===== src/rtl/srp_pkg.sv =====
`timescale 1ns/1ps
package srp_pkg;
    localparam int SR_W      = 16;
    localparam int GEN_W     = 7;
    localparam int NUM_LOCKS = 3;
    localparam int POS_MLO   = GEN_W;
    localparam int POS_MHI   = POS_MLO + 1;
    localparam int POS_QE    = POS_MHI + 1;
    localparam int POS_RSV   = POS_QE + 1;
    localparam int POS_LOCK  = POS_RSV + 1;
    localparam int POS_CMP   = POS_LOCK + NUM_LOCKS;
    localparam int POS_SUS   = POS_CMP + 1;

    typedef enum logic [1:0] {
        PM_SOFT      = 2'b00,
        PM_PIN       = 2'b01,
        PM_UNTIL_PWR = 2'b10,
        PM_FOREVER   = 2'b11
    } prot_mode_e;

    typedef struct packed {
        logic [GEN_W-1:0]     gen;
        prot_mode_e           mode;
        logic                 qe;
        logic [NUM_LOCKS-1:0] lock;
        logic                 cmp;
        logic                 sus;
        logic                 acc;
        logic                 rej;
    } srp_state_t;
endpackage


===== src/rtl/srp_pinmux.sv =====
`timescale 1ns/1ps
module srp_pinmux (
    input  logic qe,
    input  logic wp_n_pin,
    output logic wp_n_eff,
    output logic io2_data,
    output logic io3_data
);
    // With quad on, the pin carries data, so protection sees it as inactive.
    assign wp_n_eff = qe | wp_n_pin;
    assign io2_data = qe;
    assign io3_data = qe;
endmodule


===== src/rtl/srp_gate.sv =====
`timescale 1ns/1ps
module srp_gate
    import srp_pkg::*;
(
    input  prot_mode_e mode,
    input  logic       wel,
    input  logic       wp_n_eff,
    input  logic       wr_valid,
    input  logic       pwr_cycle,
    output logic       accept,
    output logic       reject
);
    logic permit;

    always_comb begin
        unique case (mode)
            PM_SOFT: permit = wel;
            PM_PIN:  permit = wel & wp_n_eff;
            default: permit = 1'b0;
        endcase
    end

    assign accept = wr_valid & ~pwr_cycle &  permit;
    assign reject = wr_valid & ~pwr_cycle & ~permit;
endmodule


===== src/rtl/srp_otp.sv =====
`timescale 1ns/1ps
module srp_otp #(
    parameter int N = 3
) (
    input  logic [N-1:0] lock_q,
    input  logic         set_en,
    input  logic [N-1:0] set_data,
    output logic [N-1:0] lock_d
);
    for (genvar i = 0; i < N; i++) begin : g_bit
        assign lock_d[i] = lock_q[i] | (set_en & set_data[i]);
    end
endmodule


===== src/rtl/srp_ctrl.sv =====
`timescale 1ns/1ps
module srp_ctrl
    import srp_pkg::*;
(
    input  logic                 clk,
    input  logic                 rst_n,
    input  logic                 pwr_cycle,
    input  logic                 wr_valid,
    input  logic [SR_W-1:0]      wr_data,
    input  logic                 wel,
    input  logic                 wp_n,
    input  logic                 sus_cmd,
    input  logic                 res_cmd,
    output logic [SR_W-1:0]      sr_q,
    output logic                 wr_accept,
    output logic                 wr_reject,
    output logic                 wel_clear,
    output logic                 io2_is_data,
    output logic                 io3_is_data,
    output logic [NUM_LOCKS-1:0] sec_ro
);
    srp_state_t           st_q, st_d;
    logic                 wp_n_eff, accept, reject;
    logic [NUM_LOCKS-1:0] lock_nxt;

    srp_pinmux u_pinmux (
        .qe       (st_q.qe),
        .wp_n_pin (wp_n),
        .wp_n_eff (wp_n_eff),
        .io2_data (io2_is_data),
        .io3_data (io3_is_data)
    );

    srp_gate u_gate (
        .mode      (st_q.mode),
        .wel       (wel),
        .wp_n_eff  (wp_n_eff),
        .wr_valid  (wr_valid),
        .pwr_cycle (pwr_cycle),
        .accept    (accept),
        .reject    (reject)
    );

    srp_otp #(.N(NUM_LOCKS)) u_otp (
        .lock_q   (st_q.lock),
        .set_en   (accept),
        .set_data (wr_data[POS_LOCK +: NUM_LOCKS]),
        .lock_d   (lock_nxt)
    );

    always_comb begin
        st_d      = st_q;
        st_d.acc  = accept;
        st_d.rej  = reject;
        st_d.lock = lock_nxt;
        if (pwr_cycle) begin
            if (st_q.mode == PM_UNTIL_PWR) st_d.mode = PM_SOFT;
            st_d.sus = 1'b0;
        end else begin
            if (accept) begin
                st_d.gen  = wr_data[GEN_W-1:0];
                st_d.mode = prot_mode_e'({wr_data[POS_MHI], wr_data[POS_MLO]});
                st_d.qe   = wr_data[POS_QE];
                st_d.cmp  = wr_data[POS_CMP];
            end
            if (sus_cmd)      st_d.sus = 1'b1;
            else if (res_cmd) st_d.sus = 1'b0;
        end
    end

    always_ff @(posedge clk or negedge rst_n) begin
        if (!rst_n) st_q <= '0;
        else        st_q <= st_d;
    end

    assign sr_q      = {st_q.sus, st_q.cmp, st_q.lock, 1'b0, st_q.qe, st_q.mode, st_q.gen};
    assign wr_accept = st_q.acc;
    assign wr_reject = st_q.rej;
    assign wel_clear = st_q.acc;
    assign sec_ro    = st_q.lock;
endmodule


===== config.mk =====
export PLATFORM = sky130hd
export DESIGN_NAME = srp_ctrl
export DESIGN_NICKNAME = d
export VERILOG_FILES = /design/src/rtl/srp_pkg.sv /design/src/rtl/srp_pinmux.sv /design/src/rtl/srp_gate.sv /design/src/rtl/srp_otp.sv /design/src/rtl/srp_ctrl.sv
export SDC_FILE = /design/constraint.sdc
export NUM_CORES = 1
export LEC_CHECK = 0
export CAP_MARGIN = 20
export CORE_MARGIN = 1.5
export CORE_UTILIZATION = 29
export DETAILED_ROUTE_END_ITERATION = 6
export DONT_BUFFER_PORTS = 1
export PLACE_DENSITY = 0.4
export REMOVE_ABC_BUFFERS = 1
export SKIP_CTS_REPAIR_TIMING = 1
export SLEW_MARGIN = 20
export SYNTH_ARGS = -nofsm -noshare
export SYNTH_HDL_FRONTEND = slang
export SYNTH_SLANG_ARGS = --single-unit

===== constraint.sdc =====
create_clock -name clk -period 1.8 [get_ports clk]
set_clock_uncertainty 0.2 [all_clocks]
set_input_delay 0.18 -clock clk [delete_from_list [all_inputs] [get_ports clk]]
set_output_delay 0.18 -clock clk [all_outputs]
set_load 0.02 [all_outputs]

* Word-level counts from Yosys, hierarchy flattened
Cells that the tools add are included.
Storage, ports and cells: output and inout port bits 24, logic and storage cells 36, input port bits 24, bits in registers 17
Cells by class: eq/ne operators 3, bitwise gates (word level) 13, muxes and demuxes 7, reduce and logical (&&, ||, !) cells 5
Operators with widths (number):
- 1-bit AND | 7
- 2-bit 2-to-1 mux | 2
- 1-bit OR | 4
- 2-bit AND reduction | 2
- 1-bit 2-to-1 mux | 3
- 3-bit 2-to-1 mux | 1
- 3-bit nonzero test | 1
- 2-bit by 1-bit equality test with 1-bit output, second input constant | 1
- 2-bit equality test, second input constant | 1
- 2-bit logical NOT | 1
- 2-bit by 1-bit != test with 1-bit output, second input constant | 1
- 1-bit NOT | 2
- 1-bit case mux with 2 select lines | 1
- 2-bit nonzero test | 1

* Depth between registers and ports, before layout
Gate-level depths: netlist (run 1).
depth after elaboration 6, depth in mapped cells 4, depth with buffers taken out 3

* Cells and area by module
Synthesis (run 1) repeated with hierarchy kept, for this count alone.
Unflattened totals: cells, all modules 52, area, all modules 762.0 um^2
Modules (own cells, without submodules):
- srp_ctrl | area each 671.9 um^2, cells each 41, sequential area each 425.4 um^2, instances 1
- srp_gate | area each 46.3 um^2, cells each 5, sequential area each 0.0 um^2, instances 1
- srp_otp | area each 22.5 um^2, cells each 3, sequential area each 0.0 um^2, instances 1
- srp_pinmux | area each 21.3 um^2, cells each 3, sequential area each 0.0 um^2, instances 1

* Least setup slack after synthesis (run 1)
Ideal clock, no wire load.
path type reg2reg, start register st_q, in the netlist sr_q[7], end register st_q, in the netlist sr_q[14], setup time 0.125 ns, stages on the path, launching flop included 5, buffers on the path 1, arrival time 1.546 ns, setup slack -0.071 ns, data required time 1.475 ns, period minus slack after synthesis 1.871 ns, cells stage by stage dfrtp_1 nor3b_4 nor4b_4 buf_6 mux2_4
Between the ends: longest elaborated chain between the ends 4, elaborated cells on any way between the ends 5, those cells by class eq/ne (1); mux (1); bitwise (1); reduce/logical (2)
Ends and longest elaborated chain:
- start: declaration | line srp_ctrl.sv:22 | srp_state_t st_q, st_d;
- start signal: assignment | line srp_ctrl.sv:73 | else st_q <= st_d;
- 2-bit by 1-bit equality test with 1-bit output or 2-bit logical NOT (tied branches) | line srp_gate.sv:16 | unique case (mode)
- 1-bit case mux with 2 select lines * | line srp_gate.sv:16
- 1-bit AND * | line srp_gate.sv:23 | assign accept = wr_valid & ~pwr_cycle & permit;
- net accept | line srp_ctrl.sv:23 | logic wp_n_eff, accept, reject;
- 2-bit AND reduction (no source line) *
The timed path passes the listed nets; every way through them passes the cells marked *. A chain may end at the register's enable or synchronous reset.

* Final worst setup path (run 1)
start register st_q, in the netlist sr_q[7], end register st_q, in the netlist sr_q[0]
Between the ends: longest elaborated chain between the ends 4, elaborated cells on any way between the ends 5, those cells by class eq/ne (1); mux (1); bitwise (1); reduce/logical (2)
Ends and longest elaborated chain (line):
- 2-bit by 1-bit equality test with 1-bit output or 2-bit logical NOT (tied branches) | srp_gate.sv:16
- 1-bit case mux with 2 select lines * | srp_gate.sv:16
- 1-bit AND * | srp_gate.sv:23
- 2-bit AND reduction (no source line) *
Every way passes the cells marked *; elsewhere a longest branch is shown, timed or not.

==> results of run 1 <==
final cells by class:
cell class | instances | area, um^2
fillers | 247 | 1460
flip-flops and latches | 17 | 425
multi-input cells | 23 | 241
repair buffers | 25 | 238
well taps | 30 | 37.5
clock buffers | 4 | 26.3
inverters | 1 | 3.75
worst max-delay path: cells and delay by family, from the launching register on:
family                 cells  cell delay (ns)
AND/OR/NAND/NOR            2             0.45
flip-flops                 1             0.40
multiplexers               1             0.34
buffers and inverters      1             0.22
flip-flops by register name, summed over array words and instances, names as in the netlist:
| register | cells |
|---|---|
| wel_clear | 1 |
| sr_q | 12 |
| wr_reject | 1 |
| sec_ro | 3 |
power by group:
group          total [uW]  switching (uW)  leakage (uW)  internal [uW]
combinational         334             141      0.000211            193
sequential            714             220      0.000198            495
clock                 200             114     0.0000150           85.9
metrics by stage:
stage / hold slack (ns) / setup WS (ns) / instance area (um^2) / std cells
final: 0.00494 / 0.0776 / 972 / 100
after global routing: 0.00255 / 0.0250 / 972 / 100
after floorplan: -0.316 / -0.472 / 671 / 41
after CTS: -0.636 / 0.0934 / 772 / 80
after global placement: -0.315 / 0.169 / 746 / 76
after detailed placement: -0.315 / 0.111 / 746 / 76
routing by layer:
metal	part of all wire (%)	routed length (um)
met5	0	0
met2	52	752
met4	0	0
met1	38	555
met3	9.8	142
cell usage in the layout, fill, tap and decap left out:
cell / count
clkbuf_1: 1
mux2_2: 5
a21o_1: 3
mux2_4: 5
dlygate4sd3_1: 20
nor3b_4: 1
clkbuf_4: 3
a22o_1: 1
nor4b_4: 1
conb_1: 1
inv_1: 1
a21oi_1: 1
nor2_1: 2
nand2b_1: 2
nor3b_1: 1
buf_4: 5
dfrtp_1: 17
path summary, 6_finish.rpt:
path,startpoint,end,slack [ns],cells past startpoint
min,wp_n,wr_reject,0.005,3
max reg2reg,sr_q[7],sr_q[0],0.08,4
max in group asynchronous,rst_n,sr_q[5],0.69,1
max,sr_q[7],sr_q[0],0.08,4
min in group asynchronous,rst_n,sr_q[15],0.21,1
min reg2reg,sr_q[14],sr_q[14],0.48,1
kinds of logic (layout without fill, tap and decap cells):
| group | after synthesis | after routing | synth area share (%) |
|---|---|---|---|
| flops | 17 | 17 | 57.9 |
| mux | 10 | 10 | 17.9 |
| buf+inv | 9 | 30 | 9.20 |
| simple gates | 7 | 7 | 9.54 |
| compound gates | 5 | 5 | 4.94 |
| other cells | 1 | 1 | 0.511 |
==> results.toml, run 1 <==
[synth]
seq_area_frac_synth_pct = 57.9
synth-seq-cells = 17
yosys.area.top_type_share_pct = 57.9
synth_edf_count = 0
yosys-top-cells-count = "17 x dfrtp_1, 7 x buf_4, 5 x mux2_2, 5 x mux2_4, 3 x a21o_1"
synth_area_leaders = "dfrtp_1 58%, mux2_4 10%, mux2_2 7.7%"
synth_warnings = 0
synthDistinctLibCells = 15
yosys.area.top_type = "dfrtp_1"
yosysMostFrequentCell = "dfrtp_1"
syn_area_per_cell_um2 = 15.0
synthCells = 49
ys.flop_type = "dfrtp_1"
syn_area_um2 = 734
async_reset_ff_share_pct = 100

[cts]
insertion_delay_ns = 0.28
cts_buffer_depth = 2
h-tree-depth = 1
clk_pin_slew_ns = 0.10
root_buffer = "clkbuf_4"
numCtsBuffers = 3
cts_tree = "yes"
clock-sinks = 17

[global_route]
grt_pass1_vias = 441
grt-busiest-layer = "met2"
grtUsageMet1_pct = 9.97
grt_util_all_layers_pct = 10.2
gr-usage-met2_pct = 17.9
grt_max_degree = 18
grt-ovfl-total = 0
use_met3_pct = 5.37
grt_pass1_wl_um = 1970
antenna_found_initial = 0

[placed_design]
io_buffers = 0
place.gp.congestion = 0.612
hpwl_um = 1030

[sta]
post-route-period-util_pct = 95.7
rsz0062_at_grt = "no"
maxSlewViolCount = 0
post-route-min-period_ns = 1.72
setup-violations-final = 0
hold_viol_final = 0
setup-tns-final_ns = 0
max-slew-margin-rel_pct = 46.9
fmax_mhz = 581
worstMarginPinSlew_ns = 0.794

[route]
vias = 446
finalWirelength_um = 1450
dr.pass1.iters = 2
wl_per_cell_um = 14.5
drtAntennaViolNets = 0
drt_iter0_markers = 1
drcViolationCount = 0
viasPerCell = 4.46

[outcome]
status = "finished clean"

[floorplanning]
die_height_um = 53.3
initial_core_util_pct = 30.2
row_count = 18
coreArea_mm2 = 0.00243
pin_count = 48
fp.dieW_um = 53.3
die_area_mm2 = 0.00284

[layout]
area_growth_pct = 32.4
n_antenna_cell = 0
layout-drive-gt1-share_pct = 28.6
fin_util_pct = 40.0
layout.nets = 95

[worst_setup_path]
path_cells = "nor3b_4, nor4b_4, buf_4, mux2_2"
worst_setup_path_end_kind = "flop"
critical-path-max-stage-delay_ns = 0.40
crit_fanout = 9
cpMaxStageDelayCell = "dfrtp_1"
cp-start-kind = "flop"
critPathRequiredTime_ns = 1.77
crit_arrival_ns = 1.69
critPathKind = "reg -> reg"

[power]
p_total_uw = 1250
powerDensity_mw_per_mm2 = 1280
p_leak_uw = 0.000424
vdd_drop_max_mv = 0.607

[worst_hold_path]
hold_path.class = "in -> reg"

[job]
maxCapViolations = 0
No activity file was read; power rests on OpenSTA's default activity.
==> inputs of run 2 (changes only) <==
CORE_UTILIZATION = 48   (was 29)
PLACE_DENSITY = 0.61   (was 0.4)
REMOVE_ABC_BUFFERS = unset   (was 1)
==> run 2 against run 1 <==
Against the previous run: hold slack worse by 0.00054 ns; combinational power up 1%; via count unchanged; critical endpoint is now sr_q[9]; sequential share of layout area up 0.53 points; clock-buffer cell count down 1; non-clock buffer count up 1; total power up 0.56%; flip-flop and latch count unchanged; design area down 0.90%; largest power group unchanged; global-route usage up 4.8 points.
==> results.toml, run 2 (synthesis gave the netlist of run 1 again) <==
[sta]
hold_ws_ns = 0.00440
post-route-min-period_ns = 1.65
worstMarginPinSlew_ns = 0.734
setup-violations-final = 0
max-slew-margin-rel_pct = 50.9
post-route-period-util_pct = 91.7
maxSlewViolCount = 0
fmax_mhz = 606
hold_viol_final = 0
rsz0062_at_grt = "no"
setup-tns-final_ns = 0

[layout]
layout-drive-gt1-share_pct = 32.4
nFillCells = 104
n_antenna_cell = 0
area_growth_pct = 31.2
final_cell_mix = "20 x dlygate4sd3_1, 16 x dfrtp_1, 6 x buf_4, 5 x mux2_4, 5 x mux2_2"
largest_reg_flops = 12
layout.nets = 96
finalNonFillerCells = 86
fin_util_pct = 70.5
layout_commonest_cell = "dlygate4sd3_1"

[worst_hold_path]
hold_depth = 3
hold_path.class = "in -> reg"
min_from = "wp_n"
whs_endpoint = "wr_reject"

[worst_setup_path]
critPathRequiredTime_ns = 1.78
cp-start-kind = "primary input"
worstReg2RegEnd = "sr_q[9]"
path_cells = "dlygate4sd3_1, nand2b_1, nor4b_4, buf_4, mux2_2"
cpMaxStageDelayCell = "dlygate4sd3_1"
crit_arrival_ns = 1.63
worst_setup_path_end_kind = "flop"
reg2reg_from = "sr_q[7]"
crit_fanout = 7
critPathKind = "in -> reg"
critical-path-max-stage-delay_ns = 0.53
worst-r2r-setup-slack_ns = 0.16
r2r_cells = 4

[cts]
clock-sinks = 17
h-tree-depth = 1
cts_tree = "yes"
insertion_delay_ns = 0.28
numCtsBuffers = 3
clk_pin_slew_ns = 0.10
root_buffer = "clkbuf_4"
cts_buffer_depth = 2

[placed_design]
place.gp.congestion = 0.795
io_buffers = 0
dp_cells = 62

[global_route]
grt_util_all_layers_pct = 15.0
grt_pass1_wl_um = 1900
antenna_found_initial = 0
grt-ovfl-total = 0
grt_max_degree = 18
grt_pass1_vias = 458

[synth]
syn_nets = 73

[route]
viasPerCell = 5.19
drcViolationCount = 0
drtAntennaViolNets = 0
finalWirelength_um = 1400
dr.pass1.iters = 2
vias = 446
wl_per_cell_um = 16.3
drt_iter0_markers = 3

[job]
maxCapViolations = 0

[power]
vdd_drop_max_mv = 0.695
p_total_uw = 1260
p_leak_uw = 0.000431
powerDensity_mw_per_mm2 = 1300

[floorplanning]
die_height_um = 42.1
fp.dieW_um = 42.1
die_area_mm2 = 0.00177
pin_count = 48
coreArea_mm2 = 0.00137
initial_core_util_pct = 53.8
row_count = 13

[outcome]
status = "finished clean"
run 2: worst max path at each step:
stage / end / cells after the start / from / slack, ns
global placement: sr_q[0] / 4 / sr_q[7] / 0.20
detailed placement: sr_q[6] / 4 / sr_q[7] / 0.17
floorplan: sr_q[14] / 4 / sr_q[7] / -0.004
finish: sr_q[9] / 5 / wr_valid / 0.15
global route: sr_q[6] / 5 / wr_valid / 0.08
CTS: sr_q[6] / 4 / sr_q[7] / 0.16
run 2: cell type report:
type	count	area [um^2]	share of cell area [%]
multi-input cells	23	241	25.1
clock buffers	3	22.5	2.34
flip-flops and latches	17	427	44.3
well taps	15	18.8	1.95
inverters	1	3.75	0.390
repair buffers	26	245	25.5
clock inverters	1	5.00	0.519
run 2: critical path: cells and delay by family:
family | cells | cell delay (ns)
buf+inv | 2 | 0.73
simple gates | 2 | 0.38
mux | 1 | 0.33
run 2: through the flow:
stage	instance area, um^2	setup slack, ns
2_1_floorplan	736	-0.00387
3_3_place_gp	736	0.205
3_5_place_dp	736	0.175
4_1_cts	763	0.159
5_1_grt	963	0.0835
6_report	963	0.149
run 2: routing by layer:
| metal | part of all wire (%) | GRT usage, % | vias up |
|---|---|---|---|
| met5 | 0 | 0 | - |
| met4 | 0 | 7.50 | 0 |
| met2 | 54 | 26.9 | 31 |
| li1 | - | - | 201 |
| met3 | 9.2 | 6.47 | 0 |
| met1 | 36 | 14.4 | 214 |
run 2: report_power, final:
part / switching, uW / internal, uW / leakage (uW) / total [uW]
Sequential: 222 / 496 / 0.000197 / 718
Combinational: 144 / 195 / 0.000217 / 338
Clock: 117 / 82.5 / 0.0000177 / 199
Total: 482 / 773 / 0.000431 / 1260
==> inputs of run 3 (changes only) <==
GPL_TIMING_DRIVEN = 0   (was unset)
RECOVER_POWER = 25   (was unset)
==> run 3 against run 2 <==
Against the previous run: the flow now finishes with violations (setup timing); core utilization grew 3.9 points; design area grew 5.6%; via count rose by 6.7%; largest power group unchanged.
==> results.toml, run 3 (synthesis gave the netlist of run 1 again) <==
[power]
intPower_uw = 800
combPwrFrac_pct = 26.3
swShare_pct = 37.6
clkPwrFrac_pct = 15.3
p_sw_uw = 483
vdd_drop_max_mv = 0.739
p_leak_uw = 0.000461
powerDensity_mw_per_mm2 = 1260
power_frac_seq_pct = 58.4

[global_route]
grt_max_degree = 18
grt_pass1_vias = 458
antenna_found_initial = 0
use_met3_pct = 8.62
grt-busiest-layer = "met2"
grt-ovfl-total = 0
gr-usage-met2_pct = 24.4
grtUsageMet1_pct = 16.6
grt_util_all_layers_pct = 15.1
grt_pass1_wl_um = 2020

[sta]
worstMarginPinSlew_ns = 0.737
rsz0062_at_grt = "yes"
post-route-min-period_ns = 1.83
fin_ws_ns = -0.0340
max-slew-margin-rel_pct = 50.7
fmax_mhz = 545
post-route-period-util_pct = 102
setup-violations-final = 6
maxSlewViolCount = 0
hold_viol_final = 0
setup-tns-final_ns = -0.167

[worst_setup_path]
worst_setup_path_end_kind = "flop"
critical-path-max-stage-delay_ns = 0.58
critPathRequiredTime_ns = 1.77
path_cells = "dlygate4sd3_1, nand2b_1, nor4b_4, buf_6, buf_8, mux2_4"
cp-start-kind = "primary input"
critPathKind = "in -> reg"
cp_top_family = "buffers and inverters"
cpMaxStageDelayCell = "dlygate4sd3_1"
worst-path-buf-inv = 3
crit_arrival_ns = 1.80
crit_fanout = 8

[synth]
syn_nets = 73

[layout]
n_antenna_cell = 0
layout-drive-gt1-share_pct = 38.2
finalNonFillerCells = 91
final_cell_mix = "19 x dlygate4sd3_1, 15 x dfrtp_1, 9 x buf_4, 6 x mux2_4, 4 x mux2_2"
largest_reg_flops = 12
nFillCells = 101
area_growth_pct = 38.5
layout.nets = 101
layout_commonest_cell = "dlygate4sd3_1"

[placed_design]
dp_cells = 64
io_buffers = 0
dp_slack_ns = -0.163
place.gp.congestion = 0.767
hpwl_um = 934

[cts]
insertion_delay_ns = 0.28
clk_pin_slew_ns = 0.10
clock-sinks = 17
cts_buffer_depth = 2
h-tree-depth = 1
root_buffer = "clkbuf_4"
cts_tree = "yes"
numCtsBuffers = 3

[job]
maxCapViolations = 0

[route]
dr.pass1.iters = 3
wl_per_cell_um = 16.0
drt_iter0_markers = 2
drcViolationCount = 0
finalWirelength_um = 1450
drtAntennaViolNets = 0
vias = 476
viasPerCell = 5.23

[floorplanning]
die_area_mm2 = 0.00177
pin_count = 48
row_count = 13
die_height_um = 42.1
initial_core_util_pct = 53.8
coreArea_mm2 = 0.00137
fp.dieW_um = 42.1

[outcome]
status = "finished with violations"
violations = "setup timing"

[worst_hold_path]
hold_path.class = "in -> reg"
==> run 3: cell types whose count changed in the layout (fill, tap and decap cells not counted), sizes merged <==
cell         before  now
clkinv            1    0
clkbuf            3    4
buf               6   12
dlygate4sd3      20   19
==> run 3: worst paths after layout <==
| check | from | to | slack [ns] | depth (start not counted) |
|---|---|---|---|---|
| max in group asynchronous | rst_n | sr_q[7] | 0.70 | 1 |
| hold / removal | wp_n | wr_reject | 0.04 | 3 |
| setup / recovery | pwr_cycle | sr_q[1] | -0.03 | 6 |
| min in group asynchronous | rst_n | wr_reject | 0.20 | 1 |
| setup reg to reg | sr_q[7] | sr_q[1] | -0.03 | 5 |
| hold reg to reg | sec_ro[2] | sec_ro[2] | 0.43 | 1 |
==> run 3: final cells by class <==
class	instances	area, um^2	area share (%)
inverter	1	3.75	0.369
buffer	8	67.6	6.64
sequential	17	428	42.1
multi-input combinational	23	245	24.1
clock buffer	4	26.3	2.58
tap	15	18.8	1.85
timing repair buffer	23	228	22.4
==> run 3: per-stage QoR <==
step / hold WS, ns / instance area, um^2 / power [uW] / util, %
3_3_place_gp: -0.315 / 754 / 1020 / 55.2
3_5_place_dp: -0.315 / 754 / 1030 / 55.2
6_report: 0.0398 / 1020 / 1280 / 74.5
5_1_grt: 0.0646 / 1020 / 1340 / 74.5
4_1_cts: -0.628 / 781 / 1230 / 57.1
2_1_floorplan: -0.316 / 736 / 982 / -
==> run 3: power groups by stage <==
stage,logic [uW],registers (uW),clock network (uW)
2_1_floorplan,256,725,0
3_3_place_gp,268,749,0
3_5_place_dp,278,753,0
4_1_cts,278,748,203
5_1_grt,360,766,218
6_report,337,750,196
==> run 3: worst register-to-register path, stage by stage, from the launching register on <==
cell	delay, ns
dfrtp_2	0.48
nor3b_4	0.19
nor4b_4	0.26
buf_6	0.16
buf_8	0.14
mux2_4	0.30
==> run 3: layer usage <==
metal	share of wire, %	wire [um]
met1	40	578
met2	51	735
met3	9.5	138
met4	0	0
met5	0	0
